<file path="config.mk">
export PLATFORM = sky130hd
export DESIGN_NAME = tpg_top
export DESIGN_NICKNAME = d
export VERILOG_FILES = /design/src/rtl/tpg_pkg.sv /design/src/rtl/tpg_cfg.sv /design/src/rtl/tpg_pos.sv /design/src/rtl/tpg_pattern.sv /design/src/rtl/tpg_top.sv
export SDC_FILE = /design/constraint.sdc
export NUM_CORES = 2
export LEC_CHECK = 0
export BUFFER_PORTS_ARGS = -buffer_cell sky130_fd_sc_hd__buf_2
export CORE_MARGIN = 4
export CORE_UTILIZATION = 30
export DETAILED_ROUTE_END_ITERATION = 8
export GPL_ROUTABILITY_DRIVEN = 1
export PLACE_DENSITY = 0.52
export SLEW_MARGIN = 20
export SYNTH_ARGS = -nofsm -noshare
export SYNTH_HDL_FRONTEND = slang
export SYNTH_SLANG_ARGS = --single-unit
</file>
<file path="constraint.sdc">
create_clock -name clk -period 52.3 [get_ports clk]
set_clock_uncertainty 0.05 [all_clocks]
set_input_delay 7.845 -clock clk [delete_from_list [all_inputs] [get_ports clk]]
set_output_delay 7.845 -clock clk [all_outputs]
set_load 0.05 [all_outputs]
</file>
<file path="src/rtl/tpg_pkg.sv">
package tpg_pkg;

    localparam int CW = 16;   // component width
    localparam int PW = 16;   // position width
    localparam int DW = 32;   // register data width
    localparam int AW = 3;    // register address width

    localparam logic [AW-1:0] A_CTRL = 3'd0;
    localparam logic [AW-1:0] A_AREA = 3'd1;
    localparam logic [AW-1:0] A_OFFS = 3'd2;
    localparam logic [AW-1:0] A_COLR = 3'd3;
    localparam logic [AW-1:0] A_COLG = 3'd4;
    localparam logic [AW-1:0] A_COLB = 3'd5;
    localparam logic [AW-1:0] A_RAMP = 3'd6;

    localparam int ZBITS = 4;  // hardwired-zero low colour bits

    typedef enum logic [2:0] {
        M_VBAR   = 3'd0,
        M_HBAR   = 3'd1,
        M_SQ_RGB = 3'd2,
        M_SQ_601 = 3'd3,
        M_SQ_709 = 3'd4,
        M_RAMP1  = 3'd5,
        M_RAMP2  = 3'd6,
        M_RSVD   = 3'd7
    } mode_e;

    typedef struct packed {
        logic [CW-1:0] r;
        logic [CW-1:0] g;
        logic [CW-1:0] b;
    } pix_t;

    typedef struct packed {
        logic          en;
        mode_e         mode;
        logic [2:0]    depth;
        logic          lim;
        logic [3:0]    hexp;
        logic [3:0]    vexp;
        logic [PW-1:0] width;
        logic [PW-1:0] height;
        logic [PW-1:0] xoff;
        pix_t          c0;
        pix_t          c1;
        logic [CW-1:0] rstart;
        logic [3:0]    inc0;
        logic [3:0]    inc1;
    } cfg_t;

    // right shift that keeps the top N bits of a 16-bit component
    function automatic logic [4:0] depth_shift(input logic [2:0] code);
        case (code)
            3'd0:    return 5'd10;
            3'd1:    return 5'd8;
            3'd2:    return 5'd6;
            3'd3:    return 5'd4;
            default: return 5'd8;
        endcase
    endfunction

    function automatic logic [CW-1:0] msb_colour(input logic [CW-1:0] v);
        return {v[CW-1:ZBITS], {ZBITS{1'b0}}};
    endfunction

    // one square of the eight-colour grid, RGB or YCbCr
    function automatic pix_t square_pix(input logic [2:0] idx, input logic lim,
                                        input mode_e m);
        int hi, lo, r8, g8, b8, kr, kg, kb, y, cb, cr;
        pix_t p;
        hi = lim ? 235 : 255;
        lo = lim ? 16 : 0;
        r8 = idx[2] ? hi : lo;
        g8 = idx[1] ? hi : lo;
        b8 = idx[0] ? hi : lo;
        if (m == M_SQ_RGB) begin
            p.r = {8'(r8), 8'h00};
            p.g = {8'(g8), 8'h00};
            p.b = {8'(b8), 8'h00};
        end else begin
            kr = (m == M_SQ_709) ? 54  : 77;
            kg = (m == M_SQ_709) ? 183 : 150;
            kb = (m == M_SQ_709) ? 19  : 29;
            y  = (kr * r8 + kg * g8 + kb * b8) >>> 8;
            cb = 128 + ((b8 - y) >>> 1);
            cr = 128 + ((r8 - y) >>> 1);
            p.r = {8'(cr), 8'h00};
            p.g = {8'(y),  8'h00};
            p.b = {8'(cb), 8'h00};
        end
        return p;
    endfunction

endpackage

</file>
<file path="src/rtl/tpg_cfg.sv">
module tpg_cfg
    import tpg_pkg::*;
(
    input  logic          clk,
    input  logic          rst,
    input  logic          wr_en,
    input  logic [AW-1:0] wr_addr,
    input  logic [DW-1:0] wr_data,
    input  logic          sof,
    output cfg_t          cfg_use,
    output logic          act_en,
    output logic          pending
);

    cfg_t shadow_q, shadow_d, active_q;
    logic pend_q;

    always_comb begin
        shadow_d = shadow_q;
        if (wr_en) begin
            case (wr_addr)
                A_CTRL: begin
                    shadow_d.en    = wr_data[0];
                    shadow_d.mode  = mode_e'(wr_data[3:1]);
                    shadow_d.depth = wr_data[6:4];
                    shadow_d.lim   = wr_data[7];
                    shadow_d.hexp  = wr_data[11:8];
                    shadow_d.vexp  = wr_data[15:12];
                end
                A_AREA: begin
                    shadow_d.width  = wr_data[15:0];
                    shadow_d.height = wr_data[31:16];
                end
                A_OFFS: shadow_d.xoff = wr_data[15:0];
                A_COLR: begin
                    shadow_d.c0.r = msb_colour(wr_data[15:0]);
                    shadow_d.c1.r = msb_colour(wr_data[31:16]);
                end
                A_COLG: begin
                    shadow_d.c0.g = msb_colour(wr_data[15:0]);
                    shadow_d.c1.g = msb_colour(wr_data[31:16]);
                end
                A_COLB: begin
                    shadow_d.c0.b = msb_colour(wr_data[15:0]);
                    shadow_d.c1.b = msb_colour(wr_data[31:16]);
                end
                A_RAMP: begin
                    shadow_d.rstart = wr_data[15:0];
                    shadow_d.inc0   = wr_data[19:16];
                    shadow_d.inc1   = wr_data[23:20];
                end
                default: ;
            endcase
        end
    end

    always_ff @(posedge clk) begin
        if (rst) begin
            shadow_q <= '0;
            active_q <= '0;
            pend_q   <= 1'b0;
        end else begin
            shadow_q <= shadow_d;
            if (sof) active_q <= shadow_q;
            if (wr_en)    pend_q <= 1'b1;
            else if (sof) pend_q <= 1'b0;
        end
    end

    // the frame's first pixel already sees the committed set
    assign cfg_use = (sof && pend_q) ? shadow_q : active_q;
    assign act_en  = active_q.en;
    assign pending = pend_q;

    p_write_pends_r1: assert property (@(posedge clk) disable iff (rst)
        wr_en |=> pend_q);
    p_commit_clears_r2: assert property (@(posedge clk) disable iff (rst)
        (sof && !wr_en) |=> !pend_q);
    p_commit_copies_r2: assert property (@(posedge clk) disable iff (rst)
        sof |=> (active_q == $past(shadow_q)));
    p_active_holds_r2: assert property (@(posedge clk) disable iff (rst)
        !sof |=> $stable(active_q));

endmodule

</file>
<file path="src/rtl/tpg_pos.sv">
module tpg_pos
    import tpg_pkg::*;
(
    input  logic          clk,
    input  logic          rst,
    input  logic          pix_valid,
    input  logic          sof,
    input  logic          sol,
    output logic [PW-1:0] px,
    output logic [PW-1:0] py
);

    logic [PW-1:0] x_q, y_q;

    always_comb begin
        px = (sof || sol) ? '0 : x_q + 1'b1;
        if (sof)      py = '0;
        else if (sol) py = y_q + 1'b1;
        else          py = y_q;
    end

    always_ff @(posedge clk) begin
        if (rst) begin
            x_q <= '0;
            y_q <= '0;
        end else if (pix_valid) begin
            x_q <= px;
            y_q <= py;
        end
    end

    p_frame_origin_r5: assert property (@(posedge clk) disable iff (rst)
        (pix_valid && sof) |=> (x_q == '0 && y_q == '0));

endmodule

</file>
<file path="src/rtl/tpg_pattern.sv">
module tpg_pattern
    import tpg_pkg::*;
(
    input  cfg_t          cfg,
    input  logic [PW-1:0] px,
    input  logic [PW-1:0] py,
    input  pix_t          vid,
    output pix_t          pix,
    output logic          gen
);

    logic [PW-1:0] hx, hcell, vcell;
    logic [2:0]    sq_idx;
    logic [CW-1:0] ramp0, ramp1;
    logic [4:0]    sh;
    pix_t          raw, scaled;

    always_comb begin
        hx     = px - cfg.xoff;
        hcell  = hx >> cfg.hexp;
        vcell  = py >> cfg.vexp;
        sq_idx = 3'(hcell + vcell);
        ramp0  = CW'(hcell << cfg.inc0);
        ramp1  = cfg.rstart + CW'(hcell << cfg.inc1);
        case (cfg.mode)
            M_VBAR:   raw = hcell[0] ? cfg.c1 : cfg.c0;
            M_HBAR:   raw = vcell[0] ? cfg.c1 : cfg.c0;
            M_SQ_RGB, M_SQ_601, M_SQ_709:
                      raw = square_pix(sq_idx, cfg.lim, cfg.mode);
            M_RAMP1:  raw = '{r: ramp0, g: ramp0, b: ramp0};
            M_RAMP2:  raw = vcell[0] ? '{r: ramp1, g: ramp1, b: ramp1}
                                     : '{r: ramp0, g: ramp0, b: ramp0};
            default:  raw = cfg.c0;
        endcase
        sh       = depth_shift(cfg.depth);
        scaled.r = raw.r >> sh;
        scaled.g = raw.g >> sh;
        scaled.b = raw.b >> sh;
        gen      = cfg.en && (px < cfg.width) && (py < cfg.height);
        pix      = gen ? scaled : vid;
    end

endmodule

</file>
<file path="src/rtl/tpg_top.sv">
module tpg_top
    import tpg_pkg::*;
(
    input  logic          clk,
    input  logic          rst,
    input  logic          wr_en,
    input  logic [2:0]    wr_addr,
    input  logic [31:0]   wr_data,
    input  logic          pix_valid,
    input  logic          sof,
    input  logic          sol,
    input  logic [15:0]   vid_r,
    input  logic [15:0]   vid_g,
    input  logic [15:0]   vid_b,
    output logic          out_valid,
    output logic [15:0]   out_r,
    output logic [15:0]   out_g,
    output logic [15:0]   out_b,
    output logic          cfg_pending,
    output logic          blanked
);

    cfg_t          cfg_use;
    logic          act_en;
    logic [PW-1:0] px, py;
    pix_t          vid, pix, out_q;
    logic          gen;
    logic          valid_q;

    assign vid = '{r: vid_r, g: vid_g, b: vid_b};

    tpg_cfg u_cfg (
        .clk(clk), .rst(rst), .wr_en(wr_en), .wr_addr(wr_addr),
        .wr_data(wr_data), .sof(sof), .cfg_use(cfg_use),
        .act_en(act_en), .pending(cfg_pending)
    );

    tpg_pos u_pos (
        .clk(clk), .rst(rst), .pix_valid(pix_valid), .sof(sof),
        .sol(sol), .px(px), .py(py)
    );

    tpg_pattern u_pat (
        .cfg(cfg_use), .px(px), .py(py), .vid(vid), .pix(pix), .gen(gen)
    );

    always_ff @(posedge clk) begin
        if (rst) begin
            valid_q <= 1'b0;
            out_q   <= '0;
        end else begin
            valid_q <= pix_valid;
            if (pix_valid) out_q <= pix;
        end
    end

    assign out_valid = valid_q;
    assign out_r     = out_q.r;
    assign out_g     = out_q.g;
    assign out_b     = out_q.b;
    assign blanked   = act_en && !cfg_pending;

    p_valid_rise_r11: assert property (@(posedge clk) disable iff (rst)
        pix_valid |=> out_valid);
    p_valid_fall_r11: assert property (@(posedge clk) disable iff (rst)
        !pix_valid |=> !out_valid);
    p_hold_r11: assert property (@(posedge clk) disable iff (rst)
        !pix_valid |=> ($stable(out_r) && $stable(out_g) && $stable(out_b)));
    p_bypass_r4: assert property (@(posedge clk) disable iff (rst)
        (pix_valid && !gen) |=> (out_r == $past(vid_r) && out_g == $past(vid_g)
                                 && out_b == $past(vid_b)));
    p_depth6_r10: assert property (@(posedge clk) disable iff (rst)
        (pix_valid && gen && cfg_use.depth == 3'd0) |=>
            (out_r[15:6] == '0 && out_g[15:6] == '0 && out_b[15:6] == '0));

endmodule

</file>
== Word level (Yosys, flattened, before mapping) ==
Index checks and enable logic that the tools add are counted.

* Register bits after elaboration: 402
* Input bits: 89
* Output and inout port bits: 51
* Logic and storage cells: 119

* Add/sub/neg operators: 11
* Multipliers: 3
* Magnitude comparators: 2
* Eq/ne operators: 14
* Shift operators: 7
* Muxes and demuxes: 21
* Reductions and logical operators: 18

{| class="wikitable"
|+ Operator list
! operator !! count
|-
| 2-to-1 mux 48 bit || 5
|-
| case mux 48 bit (5 select lines) || 1
|-
| 2-to-1 mux 184 bit || 1
|-
| right shift 16 x 4 -> 16 bit || 4
|-
| 2-to-1 mux 16 bit || 3
|-
| adder 17 bit || 2
|-
| adder 16 x 1 -> 16 bit (second input constant) || 2
|-
| less-than comparator 16 bit || 2
|-
| multiplier 32 x 32 -> 17 bit || 1
|-
| multiplier 6 x 32 -> 17 bit || 1
|-
| multiplier 8 x 32 -> 17 bit || 1
|-
| 2-to-1 mux 32 bit || 1
|-
| left shift 16 x 4 -> 16 bit || 2
|-
| == test 3 x 2 -> 1 bit (second input constant) || 6
|-
| == test 3 bit (second input constant) || 6
|-
| subtractor 9 bit || 2
|-
| adder 16 bit || 1
|-
| adder 8 bit (first input constant) || 2
|-
| 2-to-1 mux 8 bit || 2
|-
| right shift 16 x 4 -> 3 bit || 1
|-
| subtractor 16 bit || 1
|-
| AND reduction 2 bit || 7
|-
| case mux 4 bit (3 select lines) || 1
|-
| 2-to-1 mux 5 bit || 2
|-
| other kinds (12) || 19
|}

== Depth between registers and ports, before layout ==
* Word-level depth: 15
* Depth in mapped cells: 71
* Gate-level depth less buffers: 56

== Cells and area by module ==
Synthesis repeated with hierarchy kept, for this count alone.

* Cell total of the unflattened synthesis: 3,473
* Area, all modules: 30,722.0 sq um

{| class="wikitable"
|+ By module, submodules not included
! module !! instances !! cells an instance !! area each (sq um) !! seq. area each (sq um)
|-
| tpg_cfg || 1 || 1,286 || 13,983.4 || 6,426.2
|-
| tpg_pattern || 1 || 1,737 || 12,754.7 || 0.0
|-
| tpg_pos || 1 || 292 || 2,239.6 || 640.6
|-
| tpg_top || 1 || 158 || 1,744.2 || 980.9
|}

== Least setup slack after synthesis ==
No wires, ideal clock.

* Path type: input-to-reg
* Start: input sof
* End: register out_q (netlist bit out_b[7])
* Setup time: 0.091 ns
* Arrival: 25.190 ns
* Required time: 52.159 ns
* Slack: 26.969 ns
* Stages: 69
* Path buffers: 18
* Cells stage by stage: buf_4 > nand2_2 > buf_2 > buf_1 > buf_1 > clkbuf_1 > clkbuf_1 > buf_1 > clkbuf_1 > clkbuf_1 > clkbuf_1 > buf_1 > mux2i_1 > ha_1 > buf_2 > a21oi_2 > o21ai_1 > a221o_1 > (+33 left out) > and2_1 > inv_1 > nor2_1 > a21boi_0 > o2111ai_1 > o211ai_2 > nor2_1 > xor2_1 > ha_1 > a21o_1 > nand2b_1 > a211o_1 > a2111oi_0 > mux2i_1 > o211ai_1 > a32oi_1 > a22oi_1 > a311oi_1

* Word-level cells in the longest chain between the ends: 15
* Elaborated cells between the ends (all ways): 50
* Classes of those cells: add/sub (7); mul (3); order compare (2); eq/ne (8); shift (5); mux (18); reduce/logical (7)

{| class="wikitable"
|+ RTL lines
! what !! RTL line !! RTL
|-
| start, declared || tpg_top.sv:10 || <nowiki>input logic sof,</nowiki>
|-
| logical OR 1 bit or logical AND 1 bit (tied branches) || tpg_pos.sv:16, tpg_cfg.sv:71 ||
|-
| 2-to-1 mux 16 bit or 2-to-1 mux 184 bit (tied branches) || tpg_pos.sv:16, tpg_cfg.sv:71 ||
|-
| subtractor 16 bit || tpg_pattern.sv:19 || <nowiki>hx = px - cfg.xoff;</nowiki>
|-
| right shift 16 x 4 -> 16 bit || tpg_pattern.sv:20 || <nowiki>hcell = hx >> cfg.hexp;</nowiki>
|-
| adder 3 bit || tpg_pattern.sv:22 || <nowiki>sq_idx = 3'(hcell + vcell);</nowiki>
|-
| 2-to-1 mux 8 bit or 2-to-1 mux 32 bit (tied branches) || tpg_pkg.sv:74, tpg_pkg.sv:75 ||
|-
| multiplier 8 x 32 -> 17 bit or multiplier 32 x 32 -> 17 bit (tied branches) || tpg_pkg.sv:85 || <nowiki>y = (kr * r8 + kg * g8 + kb * b8) >>> 8;</nowiki>
|-
| adder 17 bit (2 in series) || tpg_pkg.sv:85 ||
|-
| subtractor 9 bit || tpg_pkg.sv:86 || <nowiki>cb = 128 + ((b8 - y) >>> 1);</nowiki>
|-
| adder 8 bit || tpg_pkg.sv:86 ||
|-
| 2-to-1 mux 48 bit || tpg_pkg.sv:77 || <nowiki>if (m == M_SQ_RGB) begin</nowiki>
|-
| case mux 48 bit (5 select lines) || tpg_pattern.sv:25 || <nowiki>case (cfg.mode)</nowiki>
|-
| right shift 16 x 4 -> 16 bit || tpg_pattern.sv:38 || <nowiki>scaled.b = raw.b >> sh;</nowiki>
|-
| 2-to-1 mux 48 bit (*) || tpg_pattern.sv:40 || <nowiki>pix = gen ? scaled : vid;</nowiki>
|-
| end signal, assigned || tpg_top.sv:53 || <nowiki>if (pix_valid) out_q <= pix;</nowiki>
|-
| end, declared || tpg_top.sv:26 || <nowiki>pix_t vid, pix, out_q;</nowiki>
|}

Every way passes the cells marked *; elsewhere a longest branch is shown, timed or not.
A chain may end at the register's enable or synchronous reset.

== Worst setup path after layout ==
* Start: input sof
* End: register out_q (netlist bit out_b[7])

* Word-level cells in the longest chain between the ends: 15
* Elaborated cells between the ends (all ways): 50
* Classes of those cells: add/sub (7); mul (3); order compare (2); eq/ne (8); shift (5); mux (18); reduce/logical (7)

{| class="wikitable"
|+ RTL lines
! what !! RTL line !! RTL
|-
| logical OR 1 bit (*) || tpg_pos.sv:16 || <nowiki>px = (sof || sol) ? '0 : x_q + 1'b1;</nowiki>
|-
| 2-to-1 mux 16 bit (*) || tpg_pos.sv:16 ||
|-
| net px[10] || tpg_top.sv:25 || <nowiki>logic [PW-1:0] px, py;</nowiki>
|-
| subtractor 16 bit || tpg_pattern.sv:19 ||
|-
| right shift 16 x 4 -> 16 bit || tpg_pattern.sv:20 ||
|-
| adder 3 bit || tpg_pattern.sv:22 ||
|-
| 2-to-1 mux 8 bit or 2-to-1 mux 32 bit (tied branches) || tpg_pkg.sv:74, tpg_pkg.sv:75 ||
|-
| multiplier 8 x 32 -> 17 bit or multiplier 32 x 32 -> 17 bit (tied branches) || tpg_pkg.sv:85 ||
|-
| adder 17 bit (2 in series) || tpg_pkg.sv:85 ||
|-
| subtractor 9 bit || tpg_pkg.sv:86 ||
|-
| adder 8 bit || tpg_pkg.sv:86 ||
|-
| 2-to-1 mux 48 bit || tpg_pkg.sv:77 ||
|-
| case mux 48 bit (5 select lines) || tpg_pattern.sv:25 ||
|-
| right shift 16 x 4 -> 16 bit || tpg_pattern.sv:38 ||
|-
| 2-to-1 mux 48 bit (*) || tpg_pattern.sv:40 ||
|}

The timed path passes the listed nets; every way through them passes the cells marked *.

==> results.sh <==
export IMPL_status="complete, no violations"
export IMPL_clk_pin_slew_ns=0.06
export IMPL_rsz0062_at_grt="no"
export IMPL_yosysMostFrequentCell="nand2_1"
export IMPL_end_kind="flop"
export IMPL_critPathKind="input pin to flop"
export IMPL_finalNonFillerCells=5036
export IMPL_cts_setup_buffers=0
export IMPL_drc_errors=0
export IMPL_ys_ff_latch=402
export IMPL_ant_nets=0
export IMPL_crit_slowest_cell="buf_4"
export IMPL_hold_violations=0
export IMPL_crit_top_cell="ha_1"
export IMPL_finalMaxSlewViolations=0
export IMPL_num_rows=114
export IMPL_antenna_found_initial=7
export IMPL_vias=27200
export IMPL_reg2reg_to="out_b[7]"
export IMPL_reg2reg_depth=57
export IMPL_yosys_area_top_type_share=0.274
export IMPL_yosys_area_top_type="dfxtp_1"
export IMPL_floorplan_initialDensity=0.303
export IMPL_synth_commonest_cells="nand2_1, nor2_1, dfxtp_1"
export IMPL_worstSkewPairLatency_ns=0.62
export IMPL_wl_per_cell_um=20.9
export IMPL_die_area_um2=103000
export IMPL_post_cts_resize_count=0
export IMPL_ys_warnings_count=0
export IMPL_htreeDepth=2
export IMPL_die_y_um=321
export IMPL_required_ns=52.77
export IMPL_cap_violations=0
export IMPL_period_share=0.445
export IMPL_clkSinkCount=402
export IMPL_r2r_start="u_pos.x_q[1]"
export IMPL_slowest_delay_ns=0.69
export IMPL_busiest_layer="met2"
export IMPL_final_util=0.340
export IMPL_coreArea_um2=97000
export IMPL_hold_path_class="flop to flop"
export IMPL_avgSynthCellArea_um2=7.92
export IMPL_cp_max_fo=52
export IMPL_netlist_area_um2=29400
export IMPL_num_io_pins=140
export IMPL_drtIter0Drc=2238
export IMPL_holdBufCountCts=0
export IMPL_synth_edff_count=0
export IMPL_synth_seq_area_share=0.274
export IMPL_setup_viol_count_final=0
export IMPL_fp_dieW_um=321
export IMPL_cts_buffer_depth=3
export IMPL_clock_root_buffer="clkbuf_16"
export IMPL_grt_pass1_wl_um=160000
export IMPL_fin_hold_ws_ns=0.412
export IMPL_wirelength_um=105000
export IMPL_viasPerCell=5.40
export IMPL_syn_inst=3713
export IMPL_synth_flop_cell="dfxtp_1"
export IMPL_drt_pass1_iterations=5
export IMPL_crit_end="out_b[7]"
export IMPL_slew_headroom=0.268
export IMPL_final_area_um2=32900
export IMPL_p_leak_nw=13.9
export IMPL_drive_above_1_share=0.100
export IMPL_area_growth_pct=12.0
export IMPL_dpl_cell_area_um2=31300
export IMPL_synth_cell_types=108
export IMPL_grt_usage=0.197
export IMPL_async_flop_share=0
export IMPL_fin_crit_ns=23.27
export IMPL_met3_usage=0.0253
export IMPL_placed_cells=4944
export IMPL_nNetsFinal=4033
export IMPL_cp_startpoint="sof"
export IMPL_grt_max_degree=149
export IMPL_cts_made_buffers=48
export IMPL_grtUsageMet2=0.319
export IMPL_port_buffers=139
export IMPL_worstMarginPinSlew_ns=1.07
export IMPL_globalRoute_totalOverflow=0
export IMPL_arrival_ns=23.73
export IMPL_dp_hpwl_um=76600
export IMPL_cts_tree="yes"
export IMPL_powerDensity_nw_per_um2=44.9
export IMPL_netlist_top_cells_area="dfxtp_1, mux2i_1, nand2_1"
export IMPL_use_met1=0.275
export IMPL_rrSetupSlack_ns=36.41
export IMPL_gp_congestion=0.889
export IMPL_irDropWorstVdd_mv=0.0739
export IMPL_crit_path_start_kind="input pin"
export IMPL_fmax_mhz=43.0
export IMPL_fin_tns_setup_ns=0
export IMPL_grt_pass1_vias=25500
## state kept, by name, indices dropped and copies added (netlist names)
signal and count:
out_b 16, u_pos.y_q 16, u_pos.x_q 16, u_cfg.active_q 159
out_g 16, out_valid 1, out_r 16, u_cfg.pending 1
u_cfg.shadow_q 160, u_cfg.act_en 1
## metal layers
layer,part of all wire,wire length [µm]
met2,0.45,47700
met3,0.058,6060
met5,0.00026,27
met1,0.46,48100
met4,0.031,3210
## through the flow
step	setup slack, ns	power, mW
final	29.03	1.48
after global routing	28.08	1.60
after CTS	29.16	1.48
after detailed placement	28.58	1.13
after global placement	28.86	1.13
after floorplan	26.97	0.938
## power by group
group	switching, mW	internal (mW)	total [mW]	leakage, nW
registers	0.00485	0.313	0.317	3.26
logic	0.501	0.319	0.819	9.87
clock network	0.142	0.199	0.341	0.784
## cells by family (layout without fill, tap and decap cells)
| kind of cell | after synthesis | in the layout | synth area share |
|---|---|---|---|
| flip-flops | 402 | 402 | 0.274 |
| other | 2 | 11 | 0.000255 |
| adder cells (fa/ha/maj) | 227 | 227 | 0.118 |
| buffers and inverters | 417 | 455 | 0.0549 |
| multiplexers | 380 | 380 | 0.143 |
| AO/OA/AOI/OAI | 847 | 847 | 0.189 |
| AND/OR/NAND/NOR | 1359 | 1359 | 0.196 |
| XOR/XNOR | 79 | 79 | 0.0250 |
## cells in the final DEF (no fill, tap or decap), types with 20 or more instances in the layout
cell / instances
nand2_1: 651
dfxtp_1: 402
nor2_1: 399
mux2i_1: 332
a21oi_1: 319
inv_1: 172
ha_1: 142
buf_2: 136
o21ai_0: 104
fa_1: 84
nand3_1: 78
nor3_1: 56
buf_4: 53
xnor2_1: 51
a211oi_1: 49
clkbuf_16: 48
o211ai_1: 46
a21o_1: 43
mux4_2: 29
a31oi_1: 25
and2_1: 24
nand4_1: 23
xor2_1: 23
a221oi_1: 20
## critical path: cells and delay by family
kind,cells,cell delay [ns]
buffers and inverters,9,2.08
AND/OR/NAND/NOR,11,2.46
XOR/XNOR,3,0.66
AO/OA/AOI/OAI,18,4.48
multiplexers,2,0.80
adder cells (fa/ha/maj),13,5.30
## how the worst min path moves through the flow
stage | endpoint | from | depth (start not counted) | slack [ns]
floorplan | u_cfg.shadow_q[122] | u_cfg.shadow_q[122] | 2 | 0.39
global placement | out_b[14] | out_b[14] | 2 | 0.40
detailed placement | out_g[13] | out_g[13] | 2 | 0.40
CTS | out_b[13] | out_b[13] | 2 | 0.42
global route | out_r[13] | out_r[13] | 2 | 0.43
finish | out_b[14] | out_b[14] | 2 | 0.41
## cell type report
| type | count | area (µm²) |
|---|---|---|
| clock buffer | 69 | 1380 |
| multi-input combinational | 2899 | 19900 |
| inverter | 175 | 657 |
| fill | 10300 | 64100 |
| antenna | 4 | 10.0 |
| clock inverter | 19 | 216 |
| sequential | 402 | 8050 |
| timing repair buffer | 192 | 1130 |
| tap | 1276 | 1600 |
Power figures use the tool's default switching activity.
